`src/rtl/bhz_pkg.sv`:
```
`timescale 1ns/1ps
package bhz_pkg;

    localparam int NSTAGE    = 5;
    localparam int NKILL     = NSTAGE - 1;
    localparam int EXC_STAGE = 3;

    typedef enum logic [1:0] {
        POL_STALL = 2'd0,
        POL_FLUSH = 2'd1,
        POL_SLOT  = 2'd2
    } policy_e;

    typedef enum logic [1:0] {
        PCS_SEQ    = 2'd0,
        PCS_HOLD   = 2'd1,
        PCS_TARGET = 2'd2
    } pcsel_e;

    typedef struct packed {
        policy_e    policy;
        logic [1:0] depth;
    } cfg_t;

    function automatic policy_e decode_policy(input logic [1:0] code);
        case (code)
            2'd0:    return POL_STALL;
            2'd2:    return POL_SLOT;
            default: return POL_FLUSH;
        endcase
    endfunction

    function automatic logic [1:0] decode_depth(input logic [1:0] code);
        case (code)
            2'd1:    return 2'd2;
            2'd2:    return 2'd1;
            default: return 2'd3;
        endcase
    endfunction

    function automatic logic [NKILL-1:0] below(input logic [1:0] n);
        logic [NKILL-1:0] m;
        for (int i = 0; i < NKILL; i++)
            m[i] = (i < int'(n));
        return m;
    endfunction

endpackage

```
`src/rtl/bhz_cfg_latch.sv`:
```
`timescale 1ns/1ps
module bhz_cfg_latch
    import bhz_pkg::*;
(
    input  logic       clk,
    input  logic       rst,
    input  logic [1:0] pol_code,
    input  logic [1:0] res_code,
    output cfg_t       cfg
);
    always_ff @(posedge clk) begin
        if (rst) begin
            cfg.policy <= decode_policy(pol_code);
            cfg.depth  <= decode_depth(res_code);
        end
    end
endmodule

```
`src/rtl/bhz_stage_track.sv`:
```
`timescale 1ns/1ps
module bhz_stage_track
    import bhz_pkg::*;
(
    input  logic             clk,
    input  logic             rst,
    input  logic             if_live,
    input  logic             if_branch,
    input  logic [NKILL-1:0] kill,
    output logic [NSTAGE-1:1] valid_q,
    output logic [NKILL-1:1]  br_q
);
    logic [NSTAGE-1:0] v_all;
    logic [NKILL-1:0]  b_all;

    assign v_all = {valid_q, if_live};
    assign b_all = {br_q, if_branch & if_live};

    for (genvar i = 1; i < NSTAGE; i++) begin : g_valid
        always_ff @(posedge clk) begin
            if (rst) valid_q[i] <= 1'b0;
            else     valid_q[i] <= v_all[i-1] & ~kill[i-1];
        end
    end

    for (genvar i = 1; i < NKILL; i++) begin : g_br
        always_ff @(posedge clk) begin
            if (rst) br_q[i] <= 1'b0;
            else     br_q[i] <= b_all[i-1] & ~kill[i-1];
        end
    end
endmodule

```
`src/rtl/bhz_redirect.sv`:
```
`timescale 1ns/1ps
module bhz_redirect
    import bhz_pkg::*;
#(
    parameter int              AW      = 32,
    parameter logic [AW-1:0]   HANDLER = AW'(32'h80)
) (
    input  cfg_t              cfg,
    input  logic [NKILL-1:1]  br_q,
    input  logic              mem_valid,
    input  logic              res_valid,
    input  logic              res_taken,
    input  logic [AW-1:0]     res_target,
    input  logic              exc_valid,
    output logic              waiting,
    output pcsel_e            sel,
    output logic [AW-1:0]     target,
    output logic [NKILL-1:0]  kill
);
    logic [NKILL-1:1] span;
    logic             at_resolve;
    logic             exc_hit;
    logic             taken_hit;

    always_comb begin
        for (int i = 1; i < NKILL; i++)
            span[i] = (i <= int'(cfg.depth));
        at_resolve = br_q[cfg.depth];
        waiting    = (cfg.policy == POL_STALL) && |(br_q & span);
        exc_hit    = exc_valid && mem_valid;
        taken_hit  = res_valid && res_taken && at_resolve;

        kill   = '0;
        target = res_target;
        if (exc_hit) begin
            kill   = '1;
            target = HANDLER;
        end else if (taken_hit) begin
            kill = (cfg.policy == POL_SLOT) ? below(cfg.depth - 2'd1)
                                            : below(cfg.depth);
        end

        if (exc_hit || taken_hit) sel = PCS_TARGET;
        else if (waiting)         sel = PCS_HOLD;
        else                      sel = PCS_SEQ;
    end
endmodule

```
`src/rtl/bhz_penalty_ctr.sv`:
```
`timescale 1ns/1ps
module bhz_penalty_ctr
    import bhz_pkg::*;
#(
    parameter int CW = 16
) (
    input  logic             clk,
    input  logic             rst,
    input  logic             stall,
    input  logic [NKILL-1:0] kill,
    input  logic [NKILL-1:0] live,
    output logic [CW-1:0]    count
);
    localparam int IW = $clog2(NKILL + 2);
    logic [IW-1:0] inc;

    always_comb begin
        inc = IW'(stall);
        for (int i = 0; i < NKILL; i++)
            inc = inc + IW'(kill[i] & live[i]);
    end

    always_ff @(posedge clk) begin
        if (rst) count <= '0;
        else     count <= count + CW'(inc);
    end
endmodule

```
`src/rtl/branch_hazard_ctrl.sv`:
```
`timescale 1ns/1ps
module branch_hazard_ctrl
    import bhz_pkg::*;
#(
    parameter int            AW      = 32,
    parameter int            CW      = 16,
    parameter logic [AW-1:0] HANDLER = AW'(32'h80)
) (
    input  logic          clk,
    input  logic          rst,
    input  logic [1:0]    cfg_policy,
    input  logic [1:0]    cfg_resolve,
    input  logic          if_is_branch,
    input  logic          res_valid,
    input  logic          res_taken,
    input  logic [AW-1:0] res_target,
    input  logic          exc_valid,
    output logic [1:0]    pc_sel,
    output logic [AW-1:0] pc_target,
    output logic          stall_fetch,
    output logic          ifid_flush,
    output logic [3:0]    stage_kill,
    output logic [4:0]    stage_valid,
    output logic [CW-1:0] lost_slots
);
    cfg_t               cfg;
    logic [NSTAGE-1:1]  valid_q;
    logic [NKILL-1:1]   br_q;
    logic               waiting;
    pcsel_e             sel;
    logic [NKILL-1:0]   kill;

    bhz_cfg_latch u_cfg (
        .clk(clk), .rst(rst),
        .pol_code(cfg_policy), .res_code(cfg_resolve),
        .cfg(cfg)
    );

    bhz_redirect #(.AW(AW), .HANDLER(HANDLER)) u_redir (
        .cfg(cfg), .br_q(br_q), .mem_valid(valid_q[EXC_STAGE]),
        .res_valid(res_valid), .res_taken(res_taken), .res_target(res_target),
        .exc_valid(exc_valid),
        .waiting(waiting), .sel(sel), .target(pc_target), .kill(kill)
    );

    bhz_stage_track u_track (
        .clk(clk), .rst(rst),
        .if_live(~waiting), .if_branch(if_is_branch),
        .kill(kill), .valid_q(valid_q), .br_q(br_q)
    );

    bhz_penalty_ctr #(.CW(CW)) u_ctr (
        .clk(clk), .rst(rst),
        .stall(waiting), .kill(kill), .live(stage_valid[NKILL-1:0]),
        .count(lost_slots)
    );

    assign stage_valid = {valid_q, ~waiting};
    assign stall_fetch = waiting;
    assign stage_kill  = kill;
    assign ifid_flush  = kill[0];
    assign pc_sel      = sel;
endmodule

```
`config.mk`:
```
export PLATFORM = sky130hd
export DESIGN_NAME = branch_hazard_ctrl
export DESIGN_NICKNAME = d
export VERILOG_FILES = /design/src/rtl/bhz_pkg.sv /design/src/rtl/bhz_cfg_latch.sv /design/src/rtl/bhz_stage_track.sv /design/src/rtl/bhz_redirect.sv /design/src/rtl/bhz_penalty_ctr.sv /design/src/rtl/branch_hazard_ctrl.sv
export SDC_FILE = /design/constraint.sdc
export NUM_CORES = 1
export LEC_CHECK = 0
export ABC_AREA = 0
export ABC_CLOCK_PERIOD_IN_PS = 3300
export BUFFER_PORTS_ARGS = -buffer_cell sky130_fd_sc_hd__buf_2
export CAP_MARGIN = 0
export CELL_PAD_IN_SITES_DETAIL_PLACEMENT = 1
export CELL_PAD_IN_SITES_GLOBAL_PLACEMENT = 1
export CORE_MARGIN = 10
export CORE_UTILIZATION = 27
export CTS_CLUSTER_SIZE = 30
export DETAILED_ROUTE_END_ITERATION = 8
export PLACE_DENSITY_LB_ADDON = 0.1
export SLEW_MARGIN = 20
export SYNTH_ARGS = -nofsm -noshare
export SYNTH_HDL_FRONTEND = slang
export SYNTH_SLANG_ARGS = --single-unit
```
`constraint.sdc`:
```
create_clock -name clk -period 3.3 [get_ports clk]
set_input_delay 0.33 -clock clk [delete_from_list [all_inputs] [get_ports clk]]
set_output_delay 0.33 -clock clk [all_outputs]
set_load 0.005 [all_outputs]
```
==> qor.txt <==
largest net degree at the start of global routing = 40
syn nets = 236
CP Launch Type = flip-flop
gr ovfl total = 0
Vias = 1669
worst min-delay path class = in -> reg
GRT Overall Usage = 12.22%
final instance area = 2589 um2
Adder-Cell Fraction of Synth Area = 10.34%
Horiz. Die Dim = 98.63 um
Fin. Hold Viols = 0
Synth cell types = 40
Final Net Count = 350
Antenna Cells = 0
endpoint type of the worst setup path = flip-flop
Final Cycle Share = 108.7%
post-synthesis simple-gate area fraction = 30.66%
Clock transition at path regs = 0.11 ns
CTS H-Tree Depth = 1
antenna violations before repair = 0
Root Driver = clkbuf_8
worst-margin pin slew = 0.4756 ns
routed len/inst = 16.54 um
WHS = 0.2202 ns
post-synthesis compound-gate area fraction = 9.745%
Synth Warn # = 0
sequential share of the synthesized area = 34.78%
fraction of layout cells with a size suffix above 1 = 53.90%
core area = 5956 um2
Crit path arrival time = 3.74 ns
Rel. slew slack = 68.29%
Initial Util = 28.03%
DRT iter0 DRCs = 26
Die Ht = 98.63 um
row count = 28
GPL Wtd Cong = 0.7275
worst setup margin = -0.2867 ns
Power Density = 274.9 nW/um2
post-synthesis xor/xnor area fraction = 6.297%
Clock Skews = 0.01582 ns
global-route wire length before repair = 9915 um
worst path required time = 3.45 ns
static leakage = 1.230 nW
Via density = 4.511
mux contribution to synthesized area = 1.874%
status = finished with violations
main combinational cell family by area after synthesis = simple AND/OR/NAND/NOR gates
Mapped Area = 1669 um2
Pwr Total = 0.7115 mW
# hold bufs at CTS = 0
final WL = 6119 um
Synth Register Bits = 27
RSZ-0062 raised after global routing = yes
Mapped Avg Cell Area = 9.171 um2
max frequency = 278.8 MHz
fin. max-slew vios = 0
Crit Path Class = reg -> reg
CTS max path bufs = 2
Syn Inst Count = 182
CTS Buf Count = 3
dpl hpwl = 5069 um
# IOs = 103
Placed Cells = 362
# DRC = 0
Tmin final = 3.587 ns
failing checks = setup timing
CTS Sinks = 27
vias in the first global route = 1754
Final Instance Count excl. Fillers = 370
Peak VDD IR = 130.9 uV
final setup vio count = 14
dpl cell area = 2431 um2
area growth from synthesis to layout = 55.10%
Port Buffers = 102
antenna-violating nets left = 0
die footprint = 9727 um2
CTS tree = done
Layout fillers = 721
Worst Path Max Fanout = 5
DR pass1 iterations = 4
max_cap viols = 0
Worst-Skew Late Latency = 0.29 ns
==> final cells by class <==
| class | count | area (um2) | share of cell area [%] |
|---|---|---|---|
| Sequential cell | 27 | 580.6 | 22.43 |
| Clock buffer | 3 | 41.29 | 1.595 |
| Inverter | 11 | 41.29 | 1.595 |
| Multi-Input combinational cell | 133 | 1154 | 44.56 |
| Tap cell | 75 | 93.84 | 3.625 |
| Clock inverter | 1 | 7.507 | 0.2900 |
| Timing Repair Buffer | 120 | 670.6 | 25.91 |
==> metal layers <==
layer  vias to the layer above  global-route usage (%)  share of wire (%)
met5                         -                       0                  0
met4                         0                   2.977               0.87
met3                         5                   4.190                8.6
met2                        69                   20.93                 48
met1                       769                   14.26                 43
li1                        826                       -                  -
==> where the power goes <==
part	internal, mW	leakage (nW)	switching (mW)	total, mW
clock network	0.0861	0.0217	0.115	0.201
logic	0.0849	0.982	0.0695	0.154
registers	0.346	0.226	0.0107	0.356
total	0.517	1.23	0.195	0.712
==> worst max-delay path, stage by stage (launching register included) <==
cell and delay, ns:
edfxtp_1 0.44, inv_2 0.10, ha_2 0.20, nor3b_2 0.17, o2111ai_2 0.16, a21bo_2 0.25, fa_1 0.49, fa_2 0.54
inv_2 0.04, ha_4 0.16, fa_2 0.38, a21o_1 0.22, nand4_1 0.10, xor2_1 0.15, nor2_1 0.05
==> path summary, 6_finish.rpt <==
kind	start	end	slack (ns)	cells past startpoint
worst max-delay path	u_cfg.cfg[1]$_DFFE_PP_	u_ctr.count[6]$_SDFF_PP0_	-0.29	14
worst min-delay path	exc_valid	u_track.valid_q[4]$_SDFF_PP0_	0.22	2
worst max register to register	u_cfg.cfg[1]$_DFFE_PP_	u_ctr.count[6]$_SDFF_PP0_	-0.29	14
worst min register to register	u_track.valid_q[3]$_SDFF_PP0_	u_track.valid_q[4]$_SDFF_PP0_	0.49	1
==> cell usage in the layout (no fill, tap or decap), types with 3 or more instances in the layout <==
master,count
inv_2,6
a21oi_4,4
nand4_1,5
nor2b_1,3
dfxtp_1,23
ha_4,5
nor2_1,15
buf_2,102
nand2_1,9
and2_1,31
buf_4,16
edfxtp_1,4
clkbuf_8,3
inv_1,5
ha_1,3
nand2b_1,4
and3_1,6
xnor2_1,8
==> sequential cells by signal (all words and copies together) (netlist names) <==
signal	count
u_cfg.cfg	4
u_ctr.count	16
u_track.br_q	3
u_track.valid_q	4
==> kinds of logic after synthesis <==
family | after synthesis
compound gates | 19
xor+xnor | 12
fa+ha+maj | 12
buf+inv | 22
flops | 27
mux | 3
simple gates | 87
==> repair_timing <==
| item | in CTS | in global routing |
|---|---|---|
| resized for setup | 6 | 5 |
| pin swaps | 10 | 6 |
| setup endpoints to repair | 14 | 15 |
| setup buffers | 2 | 2 |
==> metrics by stage <==
stage          TNS [ns]  utilization, %  worst slack [ns]
2_1_floorplan   -0.8505               -           -0.1384
3_3_place_gp     -2.200           40.82           -0.2671
3_5_place_dp     -2.882           40.82           -0.3098
4_1_cts          -2.562           42.46           -0.2761
5_1_grt          -5.785           43.47           -0.5115
6_report         -2.680           43.47           -0.2867
==> synth_stat cells, drive strengths merged <==
cell,instances,area (um2)
and2,31,193.9
dfxtp,23,460.4
nor2,16,60.06
inv,11,41.29
nand2,10,37.54
xnor2,10,87.58
ha,9,112.6
and3,6,37.54
clkbuf,6,22.52
nand4,6,52.55
a21oi,5,32.53
buf,5,41.29
edfxtp,4,120.1
nand2b,4,25.02
fa,3,60.06
nand3,3,20.02
nor2b,3,18.77
nor3b,3,22.52
a211oi,2,15.01
a21bo,2,20.02
a21o,2,15.01
a31o,2,17.52
mux2i,2,20.02
nor4,2,18.77
o21ai,2,10.01
xor2,2,17.52
a2111oi,1,27.53
a211o,1,8.760
a22oi,1,7.510
and4,1,8.760
mux2,1,11.26
nand3b,1,7.510
nor4b,1,8.760
o2111ai,1,8.760
Power figures use the tool's default switching activity.
